### src/rtl/sdh_pkg.sv
package sdh_pkg;
  localparam int SDH_AW    = 6;
  localparam int SDH_NSTAT = 4;

  // register offsets
  localparam int A_CTRL  = 0;
  localparam int A_OPC   = 1;
  localparam int A_RTYPE = 2;
  localparam int A_ARG0  = 4;
  localparam int A_BUS   = 8;
  localparam int A_BLKL0 = 12;
  localparam int A_BLKL1 = 13;
  localparam int A_BCNT0 = 14;
  localparam int A_BCNT1 = 15;
  localparam int A_MASK0 = 16;
  localparam int A_STAT0 = 20;
  localparam int ARG_BYTES = 4;

  // control byte bits
  localparam int CTL_START = 0;
  localparam int CTL_DIR   = 2;
  localparam int CTL_FIFO  = 3;
  // bus mode bits
  localparam int BUS_W4   = 1;
  localparam int BUS_W8   = 2;
  localparam int BUS_OFF  = 4;
  localparam int BUS_SRST = 7;
  // block length register bits
  localparam int BL_LENW = 11;
  localparam int BL_GPI  = 13;
  localparam int BL_IE   = 15;

  // bits held in flops per status byte; byte 0 low nibble is live or unused
  localparam logic [SDH_NSTAT*8-1:0] SDH_LATCH = 32'hFFFF_FFF0;

  typedef enum logic [3:0] {
    K_NODATA = 4'd0,
    K_WR1    = 4'd1,
    K_RD1    = 4'd2,
    K_WRN    = 4'd3,
    K_RDN    = 4'd4,
    K_STOP   = 4'd7
  } cmd_kind_e;
endpackage

### src/rtl/sdh_cfg_regs.sv
module sdh_cfg_regs
  import sdh_pkg::*;
#(
  parameter int AW = SDH_AW,
  parameter int NS = SDH_NSTAT
) (
  input  logic                 clk,
  input  logic                 rst_n,
  input  logic                 wr,
  input  logic [AW-1:0]        addr,
  input  logic [7:0]           wdata,
  output logic [7:0]           ctrl_q,
  output logic [7:0]           opc_q,
  output logic [7:0]           rtype_q,
  output logic [ARG_BYTES*8-1:0] arg_q,
  output logic [7:0]           bus_q,
  output logic [15:0]          blkl_q,
  output logic [15:0]          bcnt_q,
  output logic [NS-1:0][7:0]   mask_q,
  output logic                 start_q,
  output logic                 fifo_q,
  output logic                 srst
);
  logic [7:0]             ctrl_d, opc_d, rtype_d, bus_d;
  logic [ARG_BYTES*8-1:0] arg_d;
  logic [15:0]            blkl_d, bcnt_d;
  logic [NS-1:0][7:0]     mask_d;
  logic                   start_d, fifo_d, ctrl_hit;

  assign ctrl_hit = wr && (addr == AW'(A_CTRL));
  assign srst     = wr && (addr == AW'(A_BUS)) && wdata[BUS_SRST];
  assign start_d  = ctrl_hit && wdata[CTL_START];
  assign fifo_d   = ctrl_hit && wdata[CTL_FIFO];

  always_comb begin
    ctrl_d  = ctrl_q;
    opc_d   = opc_q;
    rtype_d = rtype_q;
    arg_d   = arg_q;
    bus_d   = bus_q;
    blkl_d  = blkl_q;
    bcnt_d  = bcnt_q;
    mask_d  = mask_q;
    if (ctrl_hit) begin
      ctrl_d = wdata;
      ctrl_d[CTL_START] = 1'b0;
      ctrl_d[CTL_FIFO]  = 1'b0;
    end
    if (wr && addr == AW'(A_OPC))   opc_d   = wdata;
    if (wr && addr == AW'(A_RTYPE)) rtype_d = wdata;
    if (wr && addr == AW'(A_BUS)) begin
      bus_d = wdata;
      bus_d[BUS_SRST] = 1'b0;
    end
    if (wr && addr == AW'(A_BLKL0)) blkl_d[7:0]  = wdata;
    if (wr && addr == AW'(A_BLKL1)) blkl_d[15:8] = wdata;
    if (wr && addr == AW'(A_BCNT0)) bcnt_d[7:0]  = wdata;
    if (wr && addr == AW'(A_BCNT1)) bcnt_d[15:8] = wdata;
    for (int k = 0; k < ARG_BYTES; k++)
      if (wr && addr == AW'(A_ARG0 + k)) arg_d[8*k +: 8] = wdata;
    for (int m = 0; m < NS; m++)
      if (wr && addr == AW'(A_MASK0 + m)) mask_d[m] = wdata;
    if (srst) begin
      ctrl_d = '0;
      mask_d = '0;
    end
  end

  // state registers, enabled by the write strobe
  always_ff @(posedge clk or negedge rst_n) begin
    if (!rst_n) begin
      ctrl_q  <= '0;
      opc_q   <= '0;
      rtype_q <= '0;
      arg_q   <= '0;
      bus_q   <= '0;
      blkl_q  <= '0;
      bcnt_q  <= '0;
      mask_q  <= '0;
    end else if (wr) begin
      ctrl_q  <= ctrl_d;
      opc_q   <= opc_d;
      rtype_q <= rtype_d;
      arg_q   <= arg_d;
      bus_q   <= bus_d;
      blkl_q  <= blkl_d;
      bcnt_q  <= bcnt_d;
      mask_q  <= mask_d;
    end
  end

  // action strobes, one cycle each
  always_ff @(posedge clk or negedge rst_n) begin
    if (!rst_n) begin
      start_q <= 1'b0;
      fifo_q  <= 1'b0;
    end else begin
      start_q <= start_d;
      fifo_q  <= fifo_d;
    end
  end
endmodule

### src/rtl/sdh_status_bank.sv
module sdh_status_bank
  import sdh_pkg::*;
#(
  parameter int AW = SDH_AW,
  parameter int NS = SDH_NSTAT,
  parameter int BASE = A_STAT0,
  parameter logic [NS*8-1:0] LATCH = SDH_LATCH
) (
  input  logic               clk,
  input  logic               rst_n,
  input  logic               wr,
  input  logic [AW-1:0]      addr,
  input  logic [7:0]         wdata,
  input  logic               srst,
  input  logic [NS-1:0][7:0] evt,
  output logic [NS-1:0][7:0] sts
);
  for (genvar i = 0; i < NS; i++) begin : g_byte
    logic       hit, upd;
    logic [7:0] cur_q, nxt;

    assign hit = wr && (addr == AW'(BASE + i));
    assign upd = hit || srst || (|evt[i]);

    // clear first, then events on top: an event beats a same-cycle clear
    always_comb begin
      nxt = cur_q;
      if (hit) nxt = nxt & ~wdata;
      nxt = (nxt | evt[i]) & LATCH[8*i +: 8];
      if (srst) nxt = '0;
    end

    always_ff @(posedge clk or negedge rst_n) begin
      if (!rst_n)   cur_q <= '0;
      else if (upd) cur_q <= nxt;
    end

    assign sts[i] = cur_q;
  end
endmodule

### src/rtl/sdh_rd_mux.sv
module sdh_rd_mux
  import sdh_pkg::*;
#(
  parameter int AW = SDH_AW,
  parameter int NS = SDH_NSTAT
) (
  input  logic [AW-1:0]          addr,
  input  logic [7:0]             ctrl_q,
  input  logic [7:0]             opc_q,
  input  logic [7:0]             rtype_q,
  input  logic [ARG_BYTES*8-1:0] arg_q,
  input  logic [7:0]             bus_q,
  input  logic [15:0]            blkl_q,
  input  logic [15:0]            bcnt_q,
  input  logic [NS-1:0][7:0]     mask_q,
  input  logic [NS-1:0][7:0]     sts_view,
  output logic [7:0]             rdata
);
  always_comb begin
    rdata = '0;
    if (addr == AW'(A_CTRL))  rdata = ctrl_q;
    if (addr == AW'(A_OPC))   rdata = opc_q;
    if (addr == AW'(A_RTYPE)) rdata = rtype_q;
    if (addr == AW'(A_BUS))   rdata = bus_q;
    if (addr == AW'(A_BLKL0)) rdata = blkl_q[7:0];
    if (addr == AW'(A_BLKL1)) rdata = blkl_q[15:8];
    if (addr == AW'(A_BCNT0)) rdata = bcnt_q[7:0];
    if (addr == AW'(A_BCNT1)) rdata = bcnt_q[15:8];
    for (int k = 0; k < ARG_BYTES; k++)
      if (addr == AW'(A_ARG0 + k)) rdata = arg_q[8*k +: 8];
    for (int m = 0; m < NS; m++) begin
      if (addr == AW'(A_MASK0 + m)) rdata = mask_q[m];
      if (addr == AW'(A_STAT0 + m)) rdata = sts_view[m];
    end
  end
endmodule

### src/rtl/sdh_cmd_unit.sv
module sdh_cmd_unit
  import sdh_pkg::*;
(
  input  logic        clk,
  input  logic        rst_n,
  input  logic        reg_wr,
  input  logic [5:0]  reg_addr,
  input  logic [7:0]  reg_wdata,
  output logic [7:0]  reg_rdata,
  input  logic [7:0]  ev_s1,
  input  logic [7:0]  ev_s2,
  input  logic [7:0]  ev_s3,
  input  logic        ev_blk_done,
  input  logic        ev_mblk_done,
  input  logic        ev_dev_ins,
  input  logic        cd_pin,
  input  logic        wp_pin,
  output logic        cmd_start,
  output logic        rsp_fifo_clr,
  output logic [7:0]  cmd_opcode,
  output logic [31:0] cmd_arg,
  output logic [7:0]  cmd_rsp_type,
  output logic [3:0]  cmd_kind,
  output logic        cmd_write,
  output logic        xfer_data,
  output logic        xfer_read,
  output logic        xfer_multi,
  output logic        xfer_stop,
  output logic [10:0] blk_len_m1,
  output logic [15:0] blk_count,
  output logic        bus_w4,
  output logic        bus_w8,
  output logic        sd_pwr_off,
  output logic        irq
);
  localparam int NS = SDH_NSTAT;
  localparam int AW = SDH_AW;

  logic [7:0]         ctrl_q, bus_q;
  logic [15:0]        blkl_q;
  logic [NS-1:0][7:0] mask_q, evt, sts, sts_view;
  logic [NS-1:0]      hit;
  logic               srst_p, cd_q, wp_q, cd_chg, glob_ie;
  logic [7:0]         s1_view;
  cmd_kind_e          kind;

  sdh_cfg_regs #(.AW(AW), .NS(NS)) u_cfg (
    .clk(clk), .rst_n(rst_n), .wr(reg_wr), .addr(reg_addr), .wdata(reg_wdata),
    .ctrl_q(ctrl_q), .opc_q(cmd_opcode), .rtype_q(cmd_rsp_type), .arg_q(cmd_arg),
    .bus_q(bus_q), .blkl_q(blkl_q), .bcnt_q(blk_count), .mask_q(mask_q),
    .start_q(cmd_start), .fifo_q(rsp_fifo_clr), .srst(srst_p)
  );

  // pin registers
  always_ff @(posedge clk or negedge rst_n) begin
    if (!rst_n) begin
      cd_q <= 1'b0;
      wp_q <= 1'b0;
    end else begin
      cd_q <= cd_pin;
      wp_q <= wp_pin;
    end
  end

  assign cd_chg = (cd_pin != cd_q) && blkl_q[BL_GPI];

  assign evt[0] = {ev_dev_ins, cd_chg, ev_blk_done, ev_mblk_done, 4'b0000};
  assign evt[1] = ev_s1;
  assign evt[2] = ev_s2;
  assign evt[3] = ev_s3;

  sdh_status_bank #(.AW(AW), .NS(NS), .BASE(A_STAT0), .LATCH(SDH_LATCH)) u_sts (
    .clk(clk), .rst_n(rst_n), .wr(reg_wr), .addr(reg_addr), .wdata(reg_wdata),
    .srst(srst_p), .evt(evt), .sts(sts)
  );

  // status view: live pin levels merged into byte 0
  always_comb begin
    sts_view = sts;
    sts_view[0][1] = wp_q;
    sts_view[0][3] = cd_q;
  end
  assign s1_view = sts_view[1];

  for (genvar i = 0; i < NS; i++) begin : g_irq
    assign hit[i] = |(sts_view[i] & mask_q[i]);
  end
  assign glob_ie = blkl_q[BL_IE];
  assign irq     = glob_ie && (|hit);

  sdh_rd_mux #(.AW(AW), .NS(NS)) u_rd (
    .addr(reg_addr), .ctrl_q(ctrl_q), .opc_q(cmd_opcode), .rtype_q(cmd_rsp_type),
    .arg_q(cmd_arg), .bus_q(bus_q), .blkl_q(blkl_q), .bcnt_q(blk_count),
    .mask_q(mask_q), .sts_view(sts_view), .rdata(reg_rdata)
  );

  // command kind decode
  assign kind       = cmd_kind_e'(ctrl_q[7:4]);
  assign cmd_kind   = ctrl_q[7:4];
  assign cmd_write  = ctrl_q[CTL_DIR];
  assign xfer_data  = (kind == K_WR1) || (kind == K_RD1) || (kind == K_WRN) || (kind == K_RDN);
  assign xfer_read  = (kind == K_RD1) || (kind == K_RDN);
  assign xfer_multi = (kind == K_WRN) || (kind == K_RDN);
  assign xfer_stop  = (kind == K_STOP);

  assign blk_len_m1 = blkl_q[BL_LENW-1:0];
  assign bus_w4     = bus_q[BUS_W4];
  assign bus_w8     = bus_q[BUS_W8];
  assign sd_pwr_off = bus_q[BUS_OFF];
endmodule

### config.mk
export PLATFORM = sky130hd
export DESIGN_NAME = sdh_cmd_unit
export DESIGN_NICKNAME = d
export VERILOG_FILES = /design/src/rtl/sdh_pkg.sv /design/src/rtl/sdh_cfg_regs.sv /design/src/rtl/sdh_status_bank.sv /design/src/rtl/sdh_rd_mux.sv /design/src/rtl/sdh_cmd_unit.sv
export SDC_FILE = /design/constraint.sdc
export NUM_CORES = 1
export LEC_CHECK = 0
export CAP_MARGIN = 10
export CORE_MARGIN = 5
export CORE_UTILIZATION = 35
export CTS_CLUSTER_SIZE = 16
export DETAILED_ROUTE_END_ITERATION = 7
export GPL_TIMING_DRIVEN = 0
export RECOVER_POWER = 50
export SLEW_MARGIN = 20
export SYNTH_ARGS = -nofsm -noshare
export SYNTH_HDL_FRONTEND = slang
export SYNTH_SLANG_ARGS = --single-unit
### constraint.sdc
create_clock -name clk -period 6 [get_ports clk]
set_clock_uncertainty 0.15 [all_clocks]
set_input_delay 1.2 -clock clk [delete_from_list [all_inputs] [get_ports clk]]
set_output_delay 1.2 -clock clk [all_outputs]
set_load 0.02 [all_outputs]
== Word-level counts from Yosys, hierarchy flattened ==
Index checks and enable logic that the tools add are counted.

* Input bits: 46
* Output and inout port bits: 98
* Word-level logic and storage cells: 162
* Register bits after elaboration: 163

* Reduce and logical (&&, ||, !) cells: 65
* Eq/ne operators: 25
* Bitwise gates (word level): 13
* Muxes and demuxes: 35

{| class="wikitable"
|+ Operators by type and width
! cell !! count
|-
| 8-bit 2-to-1 mux || 34
|-
| 8-bit bitwise AND || 8
|-
| 6-bit by 5-bit equality test with 1-bit output (second input constant) || 8
|-
| 32-bit 2-to-1 mux || 1
|-
| 8-bit bitwise OR || 4
|-
| 2-bit AND reduction || 16
|-
| 32-bit OR reduction || 1
|-
| 6-bit by 4-bit equality test with 1-bit output (second input constant) || 5
|-
| 1-bit logical AND || 25
|-
| 6-bit by 3-bit equality test with 1-bit output (second input constant) || 4
|-
| 8-bit OR reduction || 3
|-
| 1-bit logical OR || 13
|-
| 2-bit nonzero test || 5
|-
| 4-bit by 2-bit equality test with 1-bit output (second input constant) || 2
|-
| 4-bit by 3-bit equality test with 1-bit output (second input constant) || 2
|-
| 8-bit NOT || 1
|-
| 6-bit by 1-bit equality test with 1-bit output (second input constant) || 1
|-
| 6-bit by 2-bit equality test with 1-bit output (second input constant) || 1
|-
| 6-bit zero test || 1
|-
| 4-bit by 1-bit equality test with 1-bit output (second input constant) || 1
|-
| 4-bit OR reduction || 1
|-
| 1-bit inequality test || 1
|}

== Logic depth before layout (Yosys ltp) ==
* Depth in word-level cells: 21
* Mapped depth: 9
* Gate-level depth less buffers: 6

== Modules after synthesis ==
From an unflattened synthesis, not the netlist that was laid out.

* Cell total of the unflattened synthesis: 850
* Area total of the unflattened synthesis: 8862.2 um2

{| class="wikitable"
|+ By module, submodules not included
! module !! times used !! seq. area each (um2) !! cells an instance !! area each (um2)
|-
| sdh_cfg_regs || 1 || 3178.0 || 404 || 5271.3
|-
| sdh_rd_mux || 1 || 0.0 || 278 || 1918.1
|-
| sdh_status_bank || 1 || 700.7 || 133 || 1372.6
|-
| sdh_cmd_unit || 1 || 50.0 || 35 || 300.3
|}

== Least setup slack after synthesis ==
OpenSTA, ideal clock, no wires.

* Path kind: input to output
* Start point: input reg_addr[3]
* End point: output reg_rdata[6]
* Path buffers: 2
* Path slack: 1.902 ns
* Data required time: 4.650 ns
* Arrival time: 2.748 ns
* Cell stages on the path: 7
* Cell sequence: or4b_1 buf_2 nor2_1 buf_2 a22o_1 a211oi_1 a21oi_1

* Longest elaborated chain between the ends: 21
* Elaborated cells between the ends (all ways): 40
* Those cells by class: eq/ne: 19; mux: 20; reduce/logical: 1

{| class="wikitable"
|+ RTL lines
! what !! line !! RTL
|-
| from (decl) || sdh_cmd_unit.sv:7 || <nowiki>input logic [5:0] reg_addr,</nowiki>
|-
| 6-bit zero test || sdh_rd_mux.sv:21 || <nowiki>if (addr == AW'(A_CTRL)) rdata = ctrl_q;</nowiki>
|-
| 8-bit 2-to-1 mux || sdh_rd_mux.sv:21 ||
|-
| 8-bit 2-to-1 mux || sdh_rd_mux.sv:22 || <nowiki>if (addr == AW'(A_OPC)) rdata = opc_q;</nowiki>
|-
| 8-bit 2-to-1 mux || sdh_rd_mux.sv:23 || <nowiki>if (addr == AW'(A_RTYPE)) rdata = rtype_q;</nowiki>
|-
| 8-bit 2-to-1 mux || sdh_rd_mux.sv:24 || <nowiki>if (addr == AW'(A_BUS)) rdata = bus_q;</nowiki>
|-
| 8-bit 2-to-1 mux || sdh_rd_mux.sv:25 || <nowiki>if (addr == AW'(A_BLKL0)) rdata = blkl_q[7:0];</nowiki>
|-
| 8-bit 2-to-1 mux || sdh_rd_mux.sv:26 || <nowiki>if (addr == AW'(A_BLKL1)) rdata = blkl_q[15:8];</nowiki>
|-
| 8-bit 2-to-1 mux || sdh_rd_mux.sv:27 || <nowiki>if (addr == AW'(A_BCNT0)) rdata = bcnt_q[7:0];</nowiki>
|-
| [5 not listed] || - ||
|-
| 8-bit 2-to-1 mux || sdh_rd_mux.sv:32 || <nowiki>if (addr == AW'(A_MASK0 + m)) rdata = mask_q[m];</nowiki>
|-
| 8-bit 2-to-1 mux || sdh_rd_mux.sv:33 || <nowiki>if (addr == AW'(A_STAT0 + m)) rdata = sts_view[m];</nowiki>
|-
| 8-bit 2-to-1 mux || sdh_rd_mux.sv:32 ||
|-
| 8-bit 2-to-1 mux || sdh_rd_mux.sv:33 ||
|-
| 8-bit 2-to-1 mux || sdh_rd_mux.sv:32 ||
|-
| 8-bit 2-to-1 mux || sdh_rd_mux.sv:33 ||
|-
| 8-bit 2-to-1 mux || sdh_rd_mux.sv:32 ||
|-
| 8-bit 2-to-1 mux * || sdh_rd_mux.sv:33 ||
|-
| to (decl) || sdh_cmd_unit.sv:9 || <nowiki>output logic [7:0] reg_rdata,</nowiki>
|}

Mark *: on every way between the ends. The rest lies on a longest branch, timed or not.

== Worst setup path in the final report ==
* Start point: input reg_addr[0]
* End point: output reg_rdata[3]

The elaborated chain is that of the path after synthesis.

==> impl_metrics.json <==
{
  "cts_htree_levels": 4,
  "die_x_um": 165,
  "critPathMaxFanout": 10,
  "synth_enable_flop_cells": 0,
  "hold_violations": 0,
  "finish.net_count": 1077,
  "total_inserted_antenna_cells": 0,
  "drt_pre_antenna_iters": 5,
  "grt_use_total_pct": 24.8,
  "syn_avg_cell_area_um2": 9.61,
  "drc_errors": 0,
  "timing.critical_path.arrival_ns": 4.59,
  "tritoncts_num_sinks": 157,
  "cp_num_buf_inv": 3,
  "die_y_um": 165,
  "floorplan.die_area_mm2": 0.0272,
  "postCtsHoldBufs": 0,
  "min-delay-path-class": "reg -> reg",
  "cts_root_buffer": "sky130_fd_sc_hd__clkbuf_16",
  "critical_path_top_delay_cell": "sky130_fd_sc_hd__nor2b_1",
  "layout_setup_ws_ns": 0.0624,
  "cells_along_the_critical_path": "clkdlybuf4s50_1, buf_2, nor2b_1, a22oi_1, o22ai_1, a2111oi_0, o211a_1, a211oi_2, clkdlybuf4s50_1",
  "rsz0062_at_grt": "no",
  "synth-async-reset-ratio_pct": 100,
  "violated_checks": "capacitance limit, slew limit",
  "critPathMaxStageDelay_ns": 0.65,
  "gp_congestion": 0.983,
  "portBuffers": 138,
  "yosys_warnings": 0,
  "min-delay-start": "u_cfg.blkl_q[11]$_DFFE_PN0P_",
  "routedWlPerCell_um": 24.5,
  "synthesized_nets": 919,
  "fin_crit_sh_pct": 99.0,
  "worstReg2RegStart": "u_cfg.ctrl_q[6]$_DFFE_PN0P_",
  "required_ns": 4.65,
  "fmax_mhz": 168,
  "relSlewSlack_pct": -187,
  "drive_gt1_share_pct": 14.8,
  "layout_min_cycle_time_ns": 5.94,
  "cts_max_path_buffers": 2,
  "worstSetupPathType": "in -> out",
  "postRouteWirelength_um": 33400,
  "grt_start_max_net_pins": 83,
  "post_drt_via_cell_ratio": 5.65,
  "pwr_density_cell_mw_per_mm2": 279,
  "detail_route.iter0.violations": 881,
  "final-setup-viol-count": 0,
  "run_status": "complete, but fails checks",
  "synth-main-ff-cell": "sky130_fd_sc_hd__dfrtp_1",
  "final_cell_area_mm2": 0.0107,
  "layout-area-overhead-vs-synth_pct": 28.1,
  "worst_path_dominant_cell_family": "buffers and inverters",
  "final-max-slew-violation-count": 76,
  "post_cts.repair.setup_buffers": 0,
  "globalRoute.totalOverflow": 0,
  "core_region_area_mm2": 0.0235,
  "place_worst_setup_slack_ns": 0.0373,
  "detail-route-antenna-nets": 0,
  "cts_resized": 0,
  "netlist_area_mm2": 0.00839,
  "post-dp-hpwl_um": 24800,
  "cts_tree": "yes",
  "worst_setup_path_startpoint": "reg_addr[0]",
  "start_util_pct": 35.6,
  "clkSlewWorstSetupHoldPaths_ns": 0.06,
  "skew_pair_late_insertion_delay_ns": 0.43,
  "synthDistinctLibCells": 73,
  "synth_cells": 873,
  "timing.max_cap.violations": 1,
  "via_count": 7702,
  "slew_at_the_pin_with_the_worst_max_slew_slack_ns": 4.31,
  "io_pins": 144,
  "total_leakage_power_nw": 4.71,
  "max-vdd-ir-drop_v": 0.000154,
  "grt_pass1_wl_um": 49000,
  "antenna_violations_before_repair": 1,
  "worst_setup_path_start_kind": "input pin",
  "number_of_global_route_vias_before_repair": 7383,
  "fill_cells": 2348,
  "postSynthRegisterBits": 157,
  "end_kind": "output pin",
  "timing.critical_path.mode_cell": "sky130_fd_sc_hd__clkdlybuf4s50_1",
  "seq_area_frac_synth_pct": 46.8,
  "placed_area_mm2": 0.0102,
  "cts_inserted_buffers": 17,
  "rows": 56
}
==> synth_stat cells, types with 9 or more instances <==
library cell	count	area [um^2]
sky130_fd_sc_hd__o22ai_1	13	81.3
sky130_fd_sc_hd__inv_1	9	33.8
sky130_fd_sc_hd__nor2_1	93	349
sky130_fd_sc_hd__buf_2	34	170
sky130_fd_sc_hd__dfrtp_1	157	3930
sky130_fd_sc_hd__mux2i_1	25	250
sky130_fd_sc_hd__a22oi_1	22	165
sky130_fd_sc_hd__buf_4	17	128
sky130_fd_sc_hd__a22o_1	11	96.3
sky130_fd_sc_hd__nand2_1	105	394
sky130_fd_sc_hd__a21oi_1	74	370
sky130_fd_sc_hd__mux2_2	33	372
sky130_fd_sc_hd__nand3_1	22	110
sky130_fd_sc_hd__clkbuf_1	31	116
sky130_fd_sc_hd__o21ai_0	56	280
sky130_fd_sc_hd__mux2_1	20	225
==> registers in the layout, indices dropped and copies added (netlist names) <==
register            cells
cd_q                    1
u_cfg.arg_q            32
u_cfg.bcnt_q           16
u_cfg.blkl_q           16
u_cfg.bus_q             7
u_cfg.ctrl_q            6
u_cfg.fifo_q            1
u_cfg.mask_q           32
u_cfg.opc_q             8
u_cfg.rtype_q           8
u_cfg.start_q           1
u_sts.g_byte.cur_q     28
wp_q                    1
==> cells by family (layout without fill, tap and decap cells) <==
| logic type | after synthesis | count (layout) | synth area share, % |
|---|---|---|---|
| buffers and inverters | 95 | 266 | 5.88 |
| xor gates and xnor gates | 3 | 3 | 0.313 |
| DFF | 157 | 157 | 46.8 |
| and+or+nand+nor | 290 | 290 | 17.0 |
| muxes | 86 | 86 | 11.5 |
| AOI/OAI and AO/OA | 242 | 242 | 18.4 |
==> cell usage in the layout (no fill, tap or decap), types with 5 or more instances in the layout <==
cell type	count
sky130_fd_sc_hd__mux2_1	20
sky130_fd_sc_hd__nand2b_1	5
sky130_fd_sc_hd__mux2_2	33
sky130_fd_sc_hd__clkdlybuf4s50_1	88
sky130_fd_sc_hd__o22ai_1	13
sky130_fd_sc_hd__mux2i_1	25
sky130_fd_sc_hd__buf_2	34
sky130_fd_sc_hd__dfrtp_1	157
sky130_fd_sc_hd__clkbuf_1	33
sky130_fd_sc_hd__nor2_1	93
sky130_fd_sc_hd__clkbuf_16	17
sky130_fd_sc_hd__dlygate4sd3_1	49
sky130_fd_sc_hd__nand2_1	105
sky130_fd_sc_hd__a221oi_1	8
sky130_fd_sc_hd__nor2b_1	7
sky130_fd_sc_hd__and3_1	6
sky130_fd_sc_hd__a22oi_1	22
sky130_fd_sc_hd__o211ai_1	6
sky130_fd_sc_hd__nand3_1	22
sky130_fd_sc_hd__a31oi_1	6
sky130_fd_sc_hd__a21o_1	6
sky130_fd_sc_hd__buf_4	17
sky130_fd_sc_hd__nor3_1	7
sky130_fd_sc_hd__a22o_1	11
sky130_fd_sc_hd__o221ai_1	5
sky130_fd_sc_hd__a21oi_1	74
sky130_fd_sc_hd__mux2_4	8
sky130_fd_sc_hd__a211oi_1	5
sky130_fd_sc_hd__inv_1	9
sky130_fd_sc_hd__o21ai_0	56
==> layout make-up <==
type                            instances  area [um^2]  share of cell area (%)
Timing Repair Buffer                  139         1400                    13.1
Clock buffer                           19          433                    4.03
Tap cell                              319          399                    3.71
Buffer                                 86          460                    4.28
Multi-Input combinational cell        621         3970                    36.9
Clock inverter                         13          119                    1.11
Sequential cell                       157         3930                    36.6
Inverter                                9         33.8                   0.314
==> per-layer routing <==
| layer | GRT usage (%) | share of wire [%] | wire length, um |
|---|---|---|---|
| met5 | 0 | 0 | 0 |
| met4 | 9.49 | 3.4 | 1130 |
| met3 | 4.57 | 7.6 | 2540 |
| met2 | 36.5 | 44 | 14700 |
| met1 | 36.1 | 45 | 15000 |
==> per-stage QoR <==
stage          total power, mW  hold WS, ns  instances  utilization [%]  TNS [ns]
2_1_floorplan             1.62        0.292        873                -         0
3_3_place_gp              1.97        0.309       1330             43.2   -465.05
3_5_place_dp              1.98        0.321       1331             43.3         0
4_1_cts                   3.01        0.335       1363             45.7         0
5_1_grt                   3.12        0.373       1363             45.7         0
6_report                  2.99        0.332       1363             45.7         0
==> worst reg2reg max path, stage by stage (launching register included) <==
cell	delay, ns
sky130_fd_sc_hd__dfrtp_1	0.36
sky130_fd_sc_hd__clkbuf_1	0.30
sky130_fd_sc_hd__mux2i_1	0.13
sky130_fd_sc_hd__nor2_1	0.13
==> final timing paths <==
check | end | slack, ns | depth (start not counted)
max in group asynchronous | cd_q$_DFF_PN0_ | 1.11 | 1
hold / removal | u_cfg.blkl_q[11]$_DFFE_PN0P_ | 0.33 | 2
min in group asynchronous | u_cfg.fifo_q$_DFF_PN0_ | 2.12 | 1
hold reg to reg | u_cfg.blkl_q[11]$_DFFE_PN0P_ | 0.33 | 2
setup reg to reg | u_cfg.ctrl_q[6]$_DFFE_PN0P_ | 4.87 | 3
setup / recovery | reg_rdata[3] | 0.06 | 9
==> power by group <==
group	switching [mW]	leakage [nW]	internal [mW]
Sequential	0.134	1.97	1.17
Combinational	0.349	2.49	0.295
Clock	0.469	0.260	0.573
Total	0.952	4.71	2.04
Note: power is estimated with default switching activity, not from simulation.
